$ cat config.mk
export PLATFORM = sky130hd
export DESIGN_NAME = tmr_bank
export DESIGN_NICKNAME = d
export VERILOG_FILES = /design/src/rtl/tmr_pkg.sv /design/src/rtl/tmr_prescale.sv /design/src/rtl/tmr_edge_sync.sv /design/src/rtl/tmr_chan.sv /design/src/rtl/tmr_bank.sv
export SDC_FILE = /design/constraint.sdc
export NUM_CORES = 1
export LEC_CHECK = 0
export BUFFER_PORTS_ARGS = -buffer_cell sky130_fd_sc_hd__buf_2
export CAP_MARGIN = 5
export CORE_ASPECT_RATIO = 1.2
export CORE_MARGIN = 3
export CORE_UTILIZATION = 25
export CTS_CLUSTER_SIZE = 14
export DETAILED_ROUTE_END_ITERATION = 10
export HOLD_SLACK_MARGIN = 0.06
export REMOVE_ABC_BUFFERS = 1
export SETUP_SLACK_MARGIN = 0.5
export SYNTH_ARGS = -nofsm -noshare
export SYNTH_HDL_FRONTEND = slang
export SYNTH_HIERARCHICAL = 1
export SYNTH_SLANG_ARGS = --single-unit
$ cat constraint.sdc
create_clock -name clk_i -period 8.8 [get_ports clk_i]
set_input_delay 0.44 -clock clk_i [delete_from_list [all_inputs] [get_ports clk_i]]
set_output_delay 0.44 -clock clk_i [all_outputs]
set_load 0.02 [all_outputs]
$ cat src/rtl/tmr_pkg.sv
package tmr_pkg;
  localparam int unsigned MB_ZRET = 6;
  localparam int unsigned MB_EN   = 7;
  localparam int unsigned MB_CIE  = 8;
  localparam int unsigned MB_OIE  = 9;
  localparam int unsigned MB_CF   = 10;
  localparam int unsigned MB_OF   = 11;

  typedef enum logic [1:0] {
    SRC_BUS    = 2'd0,
    SRC_DIV_A  = 2'd1,
    SRC_DIV_B  = 2'd2,
    SRC_EXT    = 2'd3
  } clk_src_e;

  typedef enum logic [1:0] {
    REG_COUNT  = 2'd0,
    REG_MODE   = 2'd1,
    REG_TARGET = 2'd2,
    REG_HOLD   = 2'd3
  } reg_sel_e;

  typedef struct packed {
    logic     oie;
    logic     cie;
    logic     en;
    logic     zret;
    clk_src_e src;
  } ctrl_t;
endpackage

$ cat src/rtl/tmr_prescale.sv
module tmr_prescale #(
  parameter int unsigned DIV_A_LOG2 = 4,
  parameter int unsigned DIV_B_LOG2 = 8,
  localparam int unsigned PW = DIV_B_LOG2 + 1
) (
  input  logic       clk_i,
  input  logic       rst_ni,
  output logic [2:0] tick_o
);
  logic [PW-1:0] div_q;

  always_ff @(posedge clk_i or negedge rst_ni) begin
    if (!rst_ni) div_q <= '0;
    else         div_q <= div_q + PW'(1);
  end

  // [0] bus clock (core/2), [1] bus/2^A, [2] bus/2^B
  assign tick_o[0] = div_q[0];
  assign tick_o[1] = &div_q[DIV_A_LOG2:0];
  assign tick_o[2] = &div_q;
endmodule

$ cat src/rtl/tmr_edge_sync.sv
module tmr_edge_sync (
  input  logic clk_i,
  input  logic rst_ni,
  input  logic in_i,
  output logic pulse_o
);
  logic [2:0] sh_q;

  always_ff @(posedge clk_i or negedge rst_ni) begin
    if (!rst_ni) sh_q <= '0;
    else         sh_q <= {sh_q[1:0], in_i};
  end

  assign pulse_o = sh_q[1] & ~sh_q[2];
endmodule

$ cat src/rtl/tmr_chan.sv
module tmr_chan
  import tmr_pkg::*;
#(
  parameter int unsigned CNT_W    = 16,
  parameter bit          HAS_HOLD = 1'b1
) (
  input  logic             clk_i,
  input  logic             rst_ni,
  input  logic [3:0]       src_tick_i,
  input  logic             wr_count_i,
  input  logic             wr_mode_i,
  input  logic             wr_target_i,
  input  logic [CNT_W-1:0] wdata_i,
  input  logic             hold_evt_i,
  output logic [CNT_W-1:0] count_o,
  output logic [CNT_W-1:0] target_o,
  output logic [CNT_W-1:0] mode_o,
  output logic [CNT_W-1:0] hold_o,
  output logic             irq_o
);
  ctrl_t            ctrl_q;
  logic [CNT_W-1:0] cnt_q, cnt_d, tgt_q;
  logic             cf_q, cf_d, of_q, of_d, irq_q;
  logic             tick, cmp_set, ovf_set;

  always_comb begin
    tick    = ctrl_q.en & src_tick_i[ctrl_q.src];
    cnt_d   = cnt_q;
    cmp_set = 1'b0;
    ovf_set = 1'b0;
    if (wr_count_i) begin
      cnt_d = wdata_i;
    end else if (tick) begin
      if (ctrl_q.zret && (cnt_q == tgt_q)) begin
        cnt_d = '0;
      end else if (&cnt_q) begin
        cnt_d   = '0;
        ovf_set = 1'b1;
      end else begin
        cnt_d = cnt_q + CNT_W'(1);
      end
      cmp_set = (cnt_d == tgt_q);
    end
    // set wins over a simultaneous write-1 clear
    cf_d = cmp_set | (cf_q & ~(wr_mode_i & wdata_i[MB_CF]));
    of_d = ovf_set | (of_q & ~(wr_mode_i & wdata_i[MB_OF]));
  end

  always_ff @(posedge clk_i or negedge rst_ni) begin
    if (!rst_ni) begin
      ctrl_q <= '0;
      cnt_q  <= '0;
      tgt_q  <= '0;
      cf_q   <= 1'b0;
      of_q   <= 1'b0;
      irq_q  <= 1'b0;
    end else begin
      cnt_q <= cnt_d;
      cf_q  <= cf_d;
      of_q  <= of_d;
      irq_q <= (~cf_q & cf_d & ctrl_q.cie) | (~of_q & of_d & ctrl_q.oie);
      if (wr_target_i) tgt_q <= wdata_i;
      if (wr_mode_i) begin
        ctrl_q.oie  <= wdata_i[MB_OIE];
        ctrl_q.cie  <= wdata_i[MB_CIE];
        ctrl_q.en   <= wdata_i[MB_EN];
        ctrl_q.zret <= wdata_i[MB_ZRET];
        ctrl_q.src  <= clk_src_e'(wdata_i[1:0]);
      end
    end
  end

  generate
    if (HAS_HOLD) begin : g_hold
      logic [CNT_W-1:0] hold_q;
      always_ff @(posedge clk_i or negedge rst_ni) begin
        if (!rst_ni)         hold_q <= '0;
        else if (hold_evt_i) hold_q <= cnt_q;
      end
      assign hold_o = hold_q;
    end else begin : g_no_hold
      logic unused_evt;
      assign unused_evt = hold_evt_i;
      assign hold_o     = '0;
    end
  endgenerate

  always_comb begin
    mode_o          = '0;
    mode_o[1:0]     = ctrl_q.src;
    mode_o[MB_ZRET] = ctrl_q.zret;
    mode_o[MB_EN]   = ctrl_q.en;
    mode_o[MB_CIE]  = ctrl_q.cie;
    mode_o[MB_OIE]  = ctrl_q.oie;
    mode_o[MB_CF]   = cf_q;
    mode_o[MB_OF]   = of_q;
  end

  assign count_o  = cnt_q;
  assign target_o = tgt_q;
  assign irq_o    = irq_q;
endmodule

$ cat src/rtl/tmr_bank.sv
module tmr_bank
  import tmr_pkg::*;
#(
  parameter int unsigned N_CH       = 4,
  parameter int unsigned N_HOLD     = 2,
  parameter int unsigned CNT_W      = 16,
  parameter int unsigned DIV_A_LOG2 = 4,
  parameter int unsigned DIV_B_LOG2 = 8,
  localparam int unsigned CH_W      = $clog2(N_CH),
  localparam int unsigned ADDR_W    = CH_W + 2
) (
  input  logic              clk_i,
  input  logic              rst_ni,
  input  logic              we_i,
  input  logic [ADDR_W-1:0] addr_i,
  input  logic [CNT_W-1:0]  wdata_i,
  output logic [CNT_W-1:0]  rdata_o,
  input  logic              hblank_i,
  input  logic              vblank_i,
  input  logic              periph_evt_i,
  output logic [N_CH-1:0]   irq_o
);
  logic [2:0]      pre_tick;
  logic            hb_pulse, vb_pulse;
  logic [CH_W-1:0] ch_sel;
  reg_sel_e        reg_sel;

  logic [CNT_W-1:0] cnt_a  [N_CH];
  logic [CNT_W-1:0] tgt_a  [N_CH];
  logic [CNT_W-1:0] mode_a [N_CH];
  logic [CNT_W-1:0] hold_a [N_CH];

  assign ch_sel  = addr_i[ADDR_W-1:2];
  assign reg_sel = reg_sel_e'(addr_i[1:0]);

  tmr_prescale #(
    .DIV_A_LOG2 (DIV_A_LOG2),
    .DIV_B_LOG2 (DIV_B_LOG2)
  ) i_prescale (
    .clk_i  (clk_i),
    .rst_ni (rst_ni),
    .tick_o (pre_tick)
  );

  tmr_edge_sync i_hb_sync (
    .clk_i   (clk_i),
    .rst_ni  (rst_ni),
    .in_i    (hblank_i),
    .pulse_o (hb_pulse)
  );

  tmr_edge_sync i_vb_sync (
    .clk_i   (clk_i),
    .rst_ni  (rst_ni),
    .in_i    (vblank_i),
    .pulse_o (vb_pulse)
  );

  generate
    for (genvar c = 0; c < N_CH; c++) begin : g_ch
      logic ext_pulse, hit;
      // even channels follow hblank, odd channels vblank
      assign ext_pulse = (c % 2 == 0) ? hb_pulse : vb_pulse;
      assign hit       = we_i && (ch_sel == CH_W'(c));

      tmr_chan #(
        .CNT_W    (CNT_W),
        .HAS_HOLD (c < N_HOLD)
      ) i_chan (
        .clk_i       (clk_i),
        .rst_ni      (rst_ni),
        .src_tick_i  ({ext_pulse, pre_tick}),
        .wr_count_i  (hit && reg_sel == REG_COUNT),
        .wr_mode_i   (hit && reg_sel == REG_MODE),
        .wr_target_i (hit && reg_sel == REG_TARGET),
        .wdata_i     (wdata_i),
        .hold_evt_i  (periph_evt_i),
        .count_o     (cnt_a[c]),
        .target_o    (tgt_a[c]),
        .mode_o      (mode_a[c]),
        .hold_o      (hold_a[c]),
        .irq_o       (irq_o[c])
      );
    end
  endgenerate

  always_comb begin
    unique case (reg_sel)
      REG_COUNT:  rdata_o = cnt_a[ch_sel];
      REG_MODE:   rdata_o = mode_a[ch_sel];
      REG_TARGET: rdata_o = tgt_a[ch_sel];
      default:    rdata_o = hold_a[ch_sel];
    endcase
  end
endmodule

==> results.toml, run 1 <==
[synth]
syn-instance-count = 1598
synth_area_leader_cell = "dfrtp_1"
synth_fa_ha_area_share_pct = 0.5566
synthTopCellsByCount = "211 x dfrtp_1, 151 x nand2_1, 121 x o21ai_0"
synth_xor_area_share_pct = 6.957
synth_area_sq_um = 15740
ys_types = 90
synth_top_family_by_area = "multiplexers"
synth_area_per_cell_sq_um = 9.848
synth_most_common_cell = "dfrtp_1"
synth_seq_cells = 211
synth_compound_area_share_pct = 13.82
synthTopCellsByArea = "dfrtp_1 34%, mux2_2 8.6%, mux4_2 7.9%, buf_4 4.3%, o21ai_0 3.8%"
synth_ff_type = "dfrtp_1"
synthSimpleGateAreaFrac_pct = 18.03
synth_top_area_share_pct = 33.55
muxShareOfSynthArea_pct = 18.74
ys_warn_count = 6
synth_enable_flop_cells = 0
synthArstFlopShare_pct = 100.0
ys_seq_area_share_pct = 33.55

[flow_run]
drv_cap = 0

[detailed_routing]
routedWlPerCell_um = 23.37
vias_per_cell = 5.471
first_pass_iters = 6
drc_errors = 0
dr.first_iter.drc_count = 1459
antenna_left = 0
drt_wl_total_um = 55910
vias = 13086

[worst_setup_path]
worst_setup_path_start_kind = "flip-flop"
worstSetupPathType = "flip-flop to flip-flop"
path_depth = 12
r2r_setup_slack_ps = 4980
path_cells = "ha_1, and3_4, and3_1, ha_1, mux4_2, and2_1, nand3_1, a211oi_1, nand3_1, or4_1, or4_1, o31ai_2"
rr_endpoint = "g_ch[1].i_chan/cf_q$_DFF_PN0_"
r2r_cells = 12
crit_required_ps = 9250
critical_path_arrival_ps = 4270
cp_slowest_cell = "or4_1"
cp.buffers_inverters = 0
path_max_fanout = 12
crit_path_max_incr_delay_ps = 530
path_delay_family = "simple AND/OR/NAND/NOR gates"
reg2reg_from = "i_prescale/div_q[0]$_DFF_PN0_"
end_kind = "flip-flop"

[min_path]
holdCritPathClass = "input port to flip-flop"
holdPathStages = 3
min_from = "wdata_i[2]"
whs_endpoint = "g_ch[3].i_chan/count_o[2]$_DFFE_PN0P_"

[finish]
nFillCells = 6485
nNetsFinal = 1591
syn_to_final_growth_pct = 7.967
drive_gt1_share_pct = 20.15

[floorplan]
row_count = 100
core_sq_um = 62180
dieHeight_um = 280.8
initial_core_util_pct = 25.31
num_io_pins = 46
dieArea_sq_um = 66000
die_w_um = 235.0

[sta]
rsz0062_at_grt = "false"
max_freq_ghz = 0.2619
relSlewSlack_pct = 33.49
fin_hold_ws_ps = 298.3
hold_viol_final = 0
tightest_slew_ps = 997.6
setup_tns_ps = 0
maxSlewViolCount = 0
setup_violations = 0
finalCritPeriodShare_pct = 43.39
finalClockSkew_ps = 10.72
period_needed_ps = 3818

[clock_network]
cts_tree = "yes"
numCtsBuffers = 23
post_cts_resized = 0
clock_latency_ps = 540
htreeDepth = 1
cts_root_buf = "clkbuf_16"
cts.sinks = 211
clk_pin_slew_ps = 70
cts_buffer_depth = 3

[global_routing]
antenna_found_initial = 7
grt_pass1_wl_um = 82630
grt_max_degree = 87
grt_usage_pct = 16.31
overflow = 0
grt_pass1_vias = 12841

[placement]
gp_congestion = 0.8964
numPortBuffers = 45
place_hpwl_um = 39720

[power]
power.leakage_nw = 6.516
ir_drop_v = 0.0001275
power.density_nw_per_um2 = 260.8

[outcome]
status = "finished clean"
## worst register-to-register path, cell delays in order, from the launching register on
cell	delay [ps]
dfrtp_1	480
ha_1	240
and3_4	210
and3_1	160
ha_1	220
mux4_2	310
and2_1	430
nand3_1	140
a211oi_1	190
nand3_1	90
or4_1	520
or4_1	540
o31ai_2	200
## power breakdown
part           leakage (nW)  internal, mW  switching (mW)  total, mW
sequential             2.57          1.22           0.671       1.89
clock                 0.397         0.642           0.424       1.07
combinational          3.54         0.722           0.749       1.47
total                  6.52          2.59            1.84       4.43
## flip-flops by register name (all words and copies together) (netlist names)
register,cells
g_ch.i_chan/cf_q,4
g_ch.i_chan/count_o,64
g_ch.i_chan/mode_o,24
g_ch.i_chan/target_o,64
i_hb_sync/sh_q,3
g_ch.i_chan/irq_o,4
g_ch.i_chan/hold_o,32
i_prescale/div_q,9
g_ch.i_chan/of_q,4
i_vb_sync/sh_q,3
## through the flow
step	power (mW)	worst slack, ps	util, %	instances	area (sq um)
2_1_floorplan	2.679	5617	-	1468	14750
3_3_place_gp	3.291	4992	25.97	2346	16150
3_5_place_dp	3.329	5023	25.97	2346	16150
4_1_cts	4.413	4981	27.31	2389	16980
5_1_grt	4.640	4825	27.31	2389	16980
6_report	4.432	4982	27.32	2392	16990
## layer usage
layer,track usage (%),vias to the layer above,routed length [um]
li1,-,5716,-
met1,19.18,6605,21470
met2,27.80,587,26770
met3,2.915,176,4072
met4,9.907,2,3589
met5,0,-,13
## layout make-up
class	instances	area, sq um	area share (%)
clock buffer	29	618.1	3.638
multi-input combinational	1235	9402	55.34
timing repair buffer	65	395.4	2.327
tap	816	1021	6.009
sequential	211	5280	31.08
inverter	22	82.58	0.4860
clock inverter	11	183.9	1.083
antenna	3	7.507	0.04419
## what timing repair did
action | CTS | global route
hold buffers | 3 | 0
hold endpoints to repair | 86 | 0
setup buffers | 0 | 0
## worst max path at each step
stage,from,to
3_3_place_gp,addr_i[0],g_ch[1].i_chan/cf_q$_DFF_PN0_
2_1_floorplan,i_prescale/div_q[0]$_DFF_PN0_,g_ch[1].i_chan/cf_q$_DFF_PN0_
3_5_place_dp,i_prescale/div_q[0]$_DFF_PN0_,g_ch[1].i_chan/cf_q$_DFF_PN0_
6_report,i_prescale/div_q[0]$_DFF_PN0_,g_ch[1].i_chan/cf_q$_DFF_PN0_
4_1_cts,i_prescale/div_q[0]$_DFF_PN0_,g_ch[1].i_chan/cf_q$_DFF_PN0_
5_1_grt,i_prescale/div_q[0]$_DFF_PN0_,g_ch[1].i_chan/cf_q$_DFF_PN0_
## cell families (layout without fill, tap and decap cells)
kind of cell,after synthesis,count (layout)
other,4,67
flip-flops,211,211
AND/OR/NAND/NOR,513,513
XOR/XNOR,125,125
buffers and inverters,212,127
AO/OA/AOI/OAI,333,333
multiplexers,193,193
adder cells (fa/ha/maj),7,7
## placed cells by master, fill, tap and decap left out, types with 10 or more instances in the layout
| cell | n |
|---|---|
| mux4_2 | 55 |
| mux2_2 | 120 |
| dfrtp_1 | 211 |
| nor4_1 | 41 |
| nand3_1 | 49 |
| xnor2_1 | 60 |
| nand2_1 | 151 |
| nor3_1 | 27 |
| a21oi_1 | 36 |
| buf_2 | 43 |
| nor2_1 | 74 |
| conb_1 | 64 |
| o31a_1 | 10 |
| and2_1 | 12 |
| a211oi_1 | 11 |
| xor2_1 | 65 |
| nand4_1 | 22 |
| nand3b_1 | 11 |
| o21ai_0 | 121 |
| buf_4 | 18 |
| nor2b_1 | 17 |
| mux4_1 | 11 |
| a21o_1 | 10 |
| and3_1 | 17 |
| clkbuf_16 | 23 |
| inv_1 | 22 |
| o22ai_1 | 10 |
| a22oi_1 | 50 |
| a31oi_1 | 10 |
No activity file was read; power rests on OpenSTA's default activity.
==> inputs of run 2 (changes only) <==
clock period = 3.5 ns   (was 8.8 ns; I/O delays follow)
==> run 2 against run 1 <==
Against the previous run:
- combinational power increased to 3.0 times the previous value
- count of clock-buffer cells in the layout increased by 5
- sequential power increased by 130%
- non-clock buffer count increased by 58
- power increased to 2.6 times the previous value
- die area unchanged
- via count increased by 1.1%
- flip-flop and latch count unchanged
- critical path depth unchanged
- largest cell class unchanged
==> results.toml, run 2 (synthesized netlist as in run 1, its figures left out) <==
[worst_setup_path]
worstSetupPathType = "flip-flop to flip-flop"
cp_slowest_cell = "or4_4"
path_max_fanout = 3
cpMostUsedCell = "and3_4"
end_kind = "flip-flop"
critical_path_arrival_ps = 3410
path_cells = "ha_2, and3_4, and3_4, ha_4, mux4_2, and2_4, nand3_2, a211oi_2, nand3_1, or4_1, or4_4, o31ai_2"
path_delay_family = "simple AND/OR/NAND/NOR gates"
crit_path_max_incr_delay_ps = 440
cp.buffers_inverters = 0
worst_setup_path_start_kind = "flip-flop"
crit_required_ps = 3960
r2r_setup_slack_ps = 550

[finish]
drive_gt1_share_pct = 24.11
syn_to_final_growth_pct = 11.42
final_common_cell = "dfrtp_1"
final_cell_mix = "205 x dfrtp_1, 151 x nand2_1, 120 x o21ai_0, 120 x mux2_2, 73 x nor2_1"
nFillCells = 6437
postLayoutCoreUtil_pct = 28.20
nNetsFinal = 1650

[clock_network]
cts.sinks = 211
clk_pin_slew_ps = 60
cts_root_buf = "clkbuf_16"
cts_tree = "yes"
clock_latency_ps = 540
cts_buffer_depth = 3
htreeDepth = 1
numCtsBuffers = 24

[sta]
finalCritPeriodShare_pct = 84.38
hold_viol_final = 0
tightest_slew_ps = 928.6
rsz0062_at_grt = "true"
worst_slack_ps = 546.7
setup_violations = 0
max_freq_ghz = 0.3386
relSlewSlack_pct = 38.09
setup_tns_ps = 0
maxSlewViolCount = 0
period_needed_ps = 2953
finalClockSkew_ps = 19.27

[floorplan]
row_count = 100
core_sq_um = 62180
dieArea_sq_um = 66000
initial_core_util_pct = 25.31
num_io_pins = 46
die_w_um = 235.0
dieHeight_um = 280.8

[placement]
gp_congestion = 0.9353
numPortBuffers = 45
place_hpwl_um = 40960
place_ws_ps = 132.1

[detailed_routing]
routedWlPerCell_um = 22.82
drt_wl_total_um = 56010
drc_errors = 0
first_pass_iters = 7
vias = 13228
dr.first_iter.drc_count = 1461
antenna_left = 0
vias_per_cell = 5.390

[global_routing]
grt_pass1_vias = 13095
grt_usage_pct = 16.39
grt_pass1_wl_um = 83700
grt_max_degree = 102
antenna_found_initial = 10
overflow = 0

[power]
p_clk_share_pct = 23.0
power.density_nw_per_um2 = 645.5
power_mw = 11.32
power.switching_mw = 4.698
ir_drop_v = 0.0002444
internal_power_mw = 6.620
power.leakage_nw = 6.799
seq_power_share_pct = 38.5
p_comb_share_pct = 38.4
netSwitchingFraction_pct = 41.51

[outcome]
status = "finished clean"

[flow_run]
drv_cap = 0

[min_path]
holdCritPathClass = "input port to flip-flop"
-- run 2: changes by cell type in the layout (fill, tap and decap cells not counted), moves of 4 or more --
cell           delta
dfrtp_2           +6
dlygate4sd3_1     +4
bufinv_16         -4
clkbuf_8          +4
dfrtp_1           -6
buf_4            +52
-- run 2: what timing repair did --
item	4_1_cts	5_1_grt
buffers inserted	5	2
pin swaps	7	2
hold buffers	7	0
setup endpoints to repair	2	6
gates cloned	0	0
endpoints found under the hold margin	108	0
resized for setup	9	13
-- run 2: power groups by stage --
stage          Combinational (mW)  Clock, mW  Sequential, mW
5_1_grt                      4.68       2.75            4.44
4_1_cts                      4.27       2.67            4.33
6_report                     4.35       2.61            4.36
3_3_place_gp                 4.14          0            4.34
2_1_floorplan                2.76          0            3.97
3_5_place_dp                 4.22          0            4.38
-- run 2: final timing paths --
check	from	end	cells after the start
min in group asynchronous	rst_ni	i_hb_sync/sh_q[0]$_DFF_PN0_	2
worst min register to register	i_vb_sync/sh_q[0]$_DFF_PN0_	i_vb_sync/sh_q[1]$_DFF_PN0_	0
worst max register to register	i_prescale/div_q[1]$_DFF_PN0_	g_ch[1].i_chan/cf_q$_DFF_PN0_	12
worst min-delay path	wdata_i[2]	g_ch[0].i_chan/count_o[2]$_DFFE_PN0P_	3
worst max-delay path	i_prescale/div_q[1]$_DFF_PN0_	g_ch[1].i_chan/cf_q$_DFF_PN0_	12
max in group asynchronous	rst_ni	g_ch[0].i_chan/count_o[9]$_DFFE_PN0P_	3
-- run 2: layer usage --
layer / part of all wire, % / up-vias / GRT usage (%)
met5: 0.070 / - / 0
met4: 4.9 / 6 / 7.725
met3: 7.8 / 162 / 2.915
met2: 50 / 613 / 28.94
met1: 38 / 6610 / 19.34
li1: - / 5837 / -
-- run 2: cell type report --
| class | count | area (sq um) | area share [%] |
|---|---|---|---|
| Timing Repair Buffer | 123 | 865.8 | 4.938 |
| Clock buffer | 34 | 719.4 | 4.103 |
| Antenna cell | 4 | 10.01 | 0.05709 |
| Multi-Input combinational cell | 1235 | 9458 | 53.94 |
| Tap cell | 816 | 1021 | 5.823 |
| Sequential cell | 211 | 5288 | 30.16 |
| Clock inverter | 9 | 88.84 | 0.5067 |
| Inverter | 22 | 82.58 | 0.4710 |
-- run 2: tightest hold or removal path: stages --
cell	delay, ps
buf_2	220
nand2_1	110
o21ai_0	70
-- run 2: metrics by stage --
step / instances / hold WS (ps) / instance area (sq um)
2_1_floorplan: 1468 / -120.6 / 14750
3_3_place_gp: 2393 / 261.0 / 16530
3_5_place_dp: 2393 / 269.8 / 16530
4_1_cts: 2448 / 60.29 / 17480
5_1_grt: 2451 / 69.08 / 17530
6_report: 2454 / 72.23 / 17530
==> inputs of run 3 (changes only) <==
clock period = 2.55 ns   (was 3.5 ns; I/O delays follow)
==> run 3 against run 2 <==
Against the previous run:
- the flow now finishes with violations (negative setup slack)
- flip-flop and latch count unchanged
- critical endpoint unchanged
- clock power up 57%
- non-clock buffer count up 288
- largest power group is now combinational cells
- power up 66%
- highest routed layer unchanged
==> results.toml, run 3 (synthesized netlist as in run 1, its figures left out) <==
[clock_network]
clk_pin_slew_ps = 60
cts.sinks = 211
cts_buffer_depth = 3
numCtsBuffers = 25
clock_latency_ps = 560
cts_root_buf = "clkbuf_16"
htreeDepth = 1
cts_tree = "yes"

[sta]
maxSlewViolCount = 0
period_needed_ps = 2915
setup_tns_ps = -5444
relSlewSlack_pct = 36.23
tightest_slew_ps = 955.6
hold_viol_final = 0
finalCritPeriodShare_pct = 114.3
finalClockSkew_ps = 29.06
max_freq_ghz = 0.3431
worst_slack_ps = -364.6
setup_violations = 40
rsz0062_at_grt = "true"

[floorplan]
dieHeight_um = 280.8
die_w_um = 235.0
initial_core_util_pct = 25.31
row_count = 100
core_sq_um = 62180
dieArea_sq_um = 66000
num_io_pins = 46

[power]
power.density_nw_per_um2 = 894.3
ir_drop_v = 0.0005027
power.leakage_nw = 8.462
power_mw = 18.79

[worst_setup_path]
r2r_setup_slack_ps = -360
path_max_fanout = 2
r2r_cells = 12
critical_path_arrival_ps = 3390
crit_required_ps = 3030
worst_setup_path_start_kind = "flip-flop"
end_kind = "flip-flop"
worstSetupPathType = "flip-flop to flip-flop"

[detailed_routing]
first_pass_iters = 5
routedWlPerCell_um = 22.97
drt_wl_total_um = 62970
drc_errors = 0
vias_per_cell = 5.273
vias = 14452
dr.first_iter.drc_count = 1196
antenna_left = 0

[placement]
place_hpwl_um = 46260
gp_congestion = 0.9374
numPortBuffers = 45

[global_routing]
grt_usage_pct = 18.37
grt_pass1_vias = 14564
grt_max_degree = 65
overflow = 0
grt_pass1_wl_um = 93050
antenna_found_initial = 6

[outcome]
failed_checks = "negative setup slack"
status = "finished with violations"

[finish]
nNetsFinal = 1939
postLayoutCoreUtil_pct = 33.79
final_common_cell = "buf_4"
syn_to_final_growth_pct = 33.55
nFillCells = 6262
final_cell_mix = "269 x buf_4, 190 x dfrtp_1, 137 x nand2_1"
drive_gt1_share_pct = 42.62

[min_path]
holdCritPathClass = "input port to async pin"

[flow_run]
drv_cap = 0
==> run 3: changes by cell type in the layout (fill, tap and decap cells not counted), sizes merged <==
cell | before | now
buf | 116 | 393
dlygate4sd3 | 7 | 17
bufinv | 1 | 5
diode | 4 | 1
clkbuf | 34 | 36
inv | 25 | 23
clkinvlp | 2 | 1
==> run 3: worst paths after layout <==
check                                                   start                                     end
worst max-delay path            i_prescale/div_q[0]$_DFF_PN0_           g_ch[1].i_chan/cf_q$_DFF_PN0_
worst min-delay path                                   rst_ni             i_hb_sync/sh_q[0]$_DFF_PN0_
worst max register to register  i_prescale/div_q[0]$_DFF_PN0_           g_ch[1].i_chan/cf_q$_DFF_PN0_
worst min register to register    i_hb_sync/sh_q[0]$_DFF_PN0_             i_hb_sync/sh_q[1]$_DFF_PN0_
max in group asynchronous                              rst_ni  g_ch[1].i_chan/count_o[12]$_DFFE_PN0P_
min in group clk_i                                wdata_i[11]  g_ch[0].i_chan/count_o[11]$_DFFE_PN0P_
==> run 3: worst max-delay path, stage by stage, from the launching register on <==
cell and delay (ps):
dfrtp_1 350, ha_2 190, and3_4 190, and3_4 190, ha_4 120, mux4_2 300, and2_4 180, nand3_2 60
a211oi_2 160, nand3_1 80, or4_1 410, or4_4 440, o31ai_2 180
==> run 3: power breakdown <==
group          switching [mW]  total [mW]  leakage, nW  internal [mW]
logic                    4.73        9.32         5.45           4.59
registers                1.10        5.37         2.55           4.27
clock network            1.55        4.11        0.461           2.55
total                    7.38        18.8         8.46           11.4
==> run 3: routing by layer <==
metal  global-route usage (%)  vias up  routed length (um)
li1                         -     6396                   -
met1                    21.71     7320               24350
met2                    32.50      567               31200
met3                    2.601      167                3794
met4                    9.483        2                3615
met5                        0        -                   7
==> run 3: cell type report <==
class	instances	area, sq um	share of cell area [%]
multi-input combinational	1235	10110	48.11
sequential	211	5306	25.25
timing repair buffer	411	3558	16.93
tap	816	1021	4.858
clock buffer	35	753.2	3.584
clock inverter	10	181.4	0.8633
inverter	22	82.58	0.3929
antenna	1	2.502	0.01191
==> run 3: what timing repair did <==
item / in CTS / in global routing
endpoints found under the setup margin: 92 / 92
endpoints found under the hold margin: 189 / 0
pin swaps: 88 / 52
hold buffers: 17 / 0
cloned: 1 / 1
gates resized for setup: 276 / 102
setup buffers: 32 / 21
==> run 3: through the flow <==
step	std cells	area (sq um)	hold slack, ps	setup WS [ps]
2_1_floorplan	1468	14750	-168.1	-632.5
3_3_place_gp	2623	18310	133.5	-703.1
3_5_place_dp	2623	18310	140.4	-687.3
4_1_cts	2718	20430	69.94	-399.6
5_1_grt	2741	21020	98.87	-456.7
6_report	2741	21020	100.9	-364.6
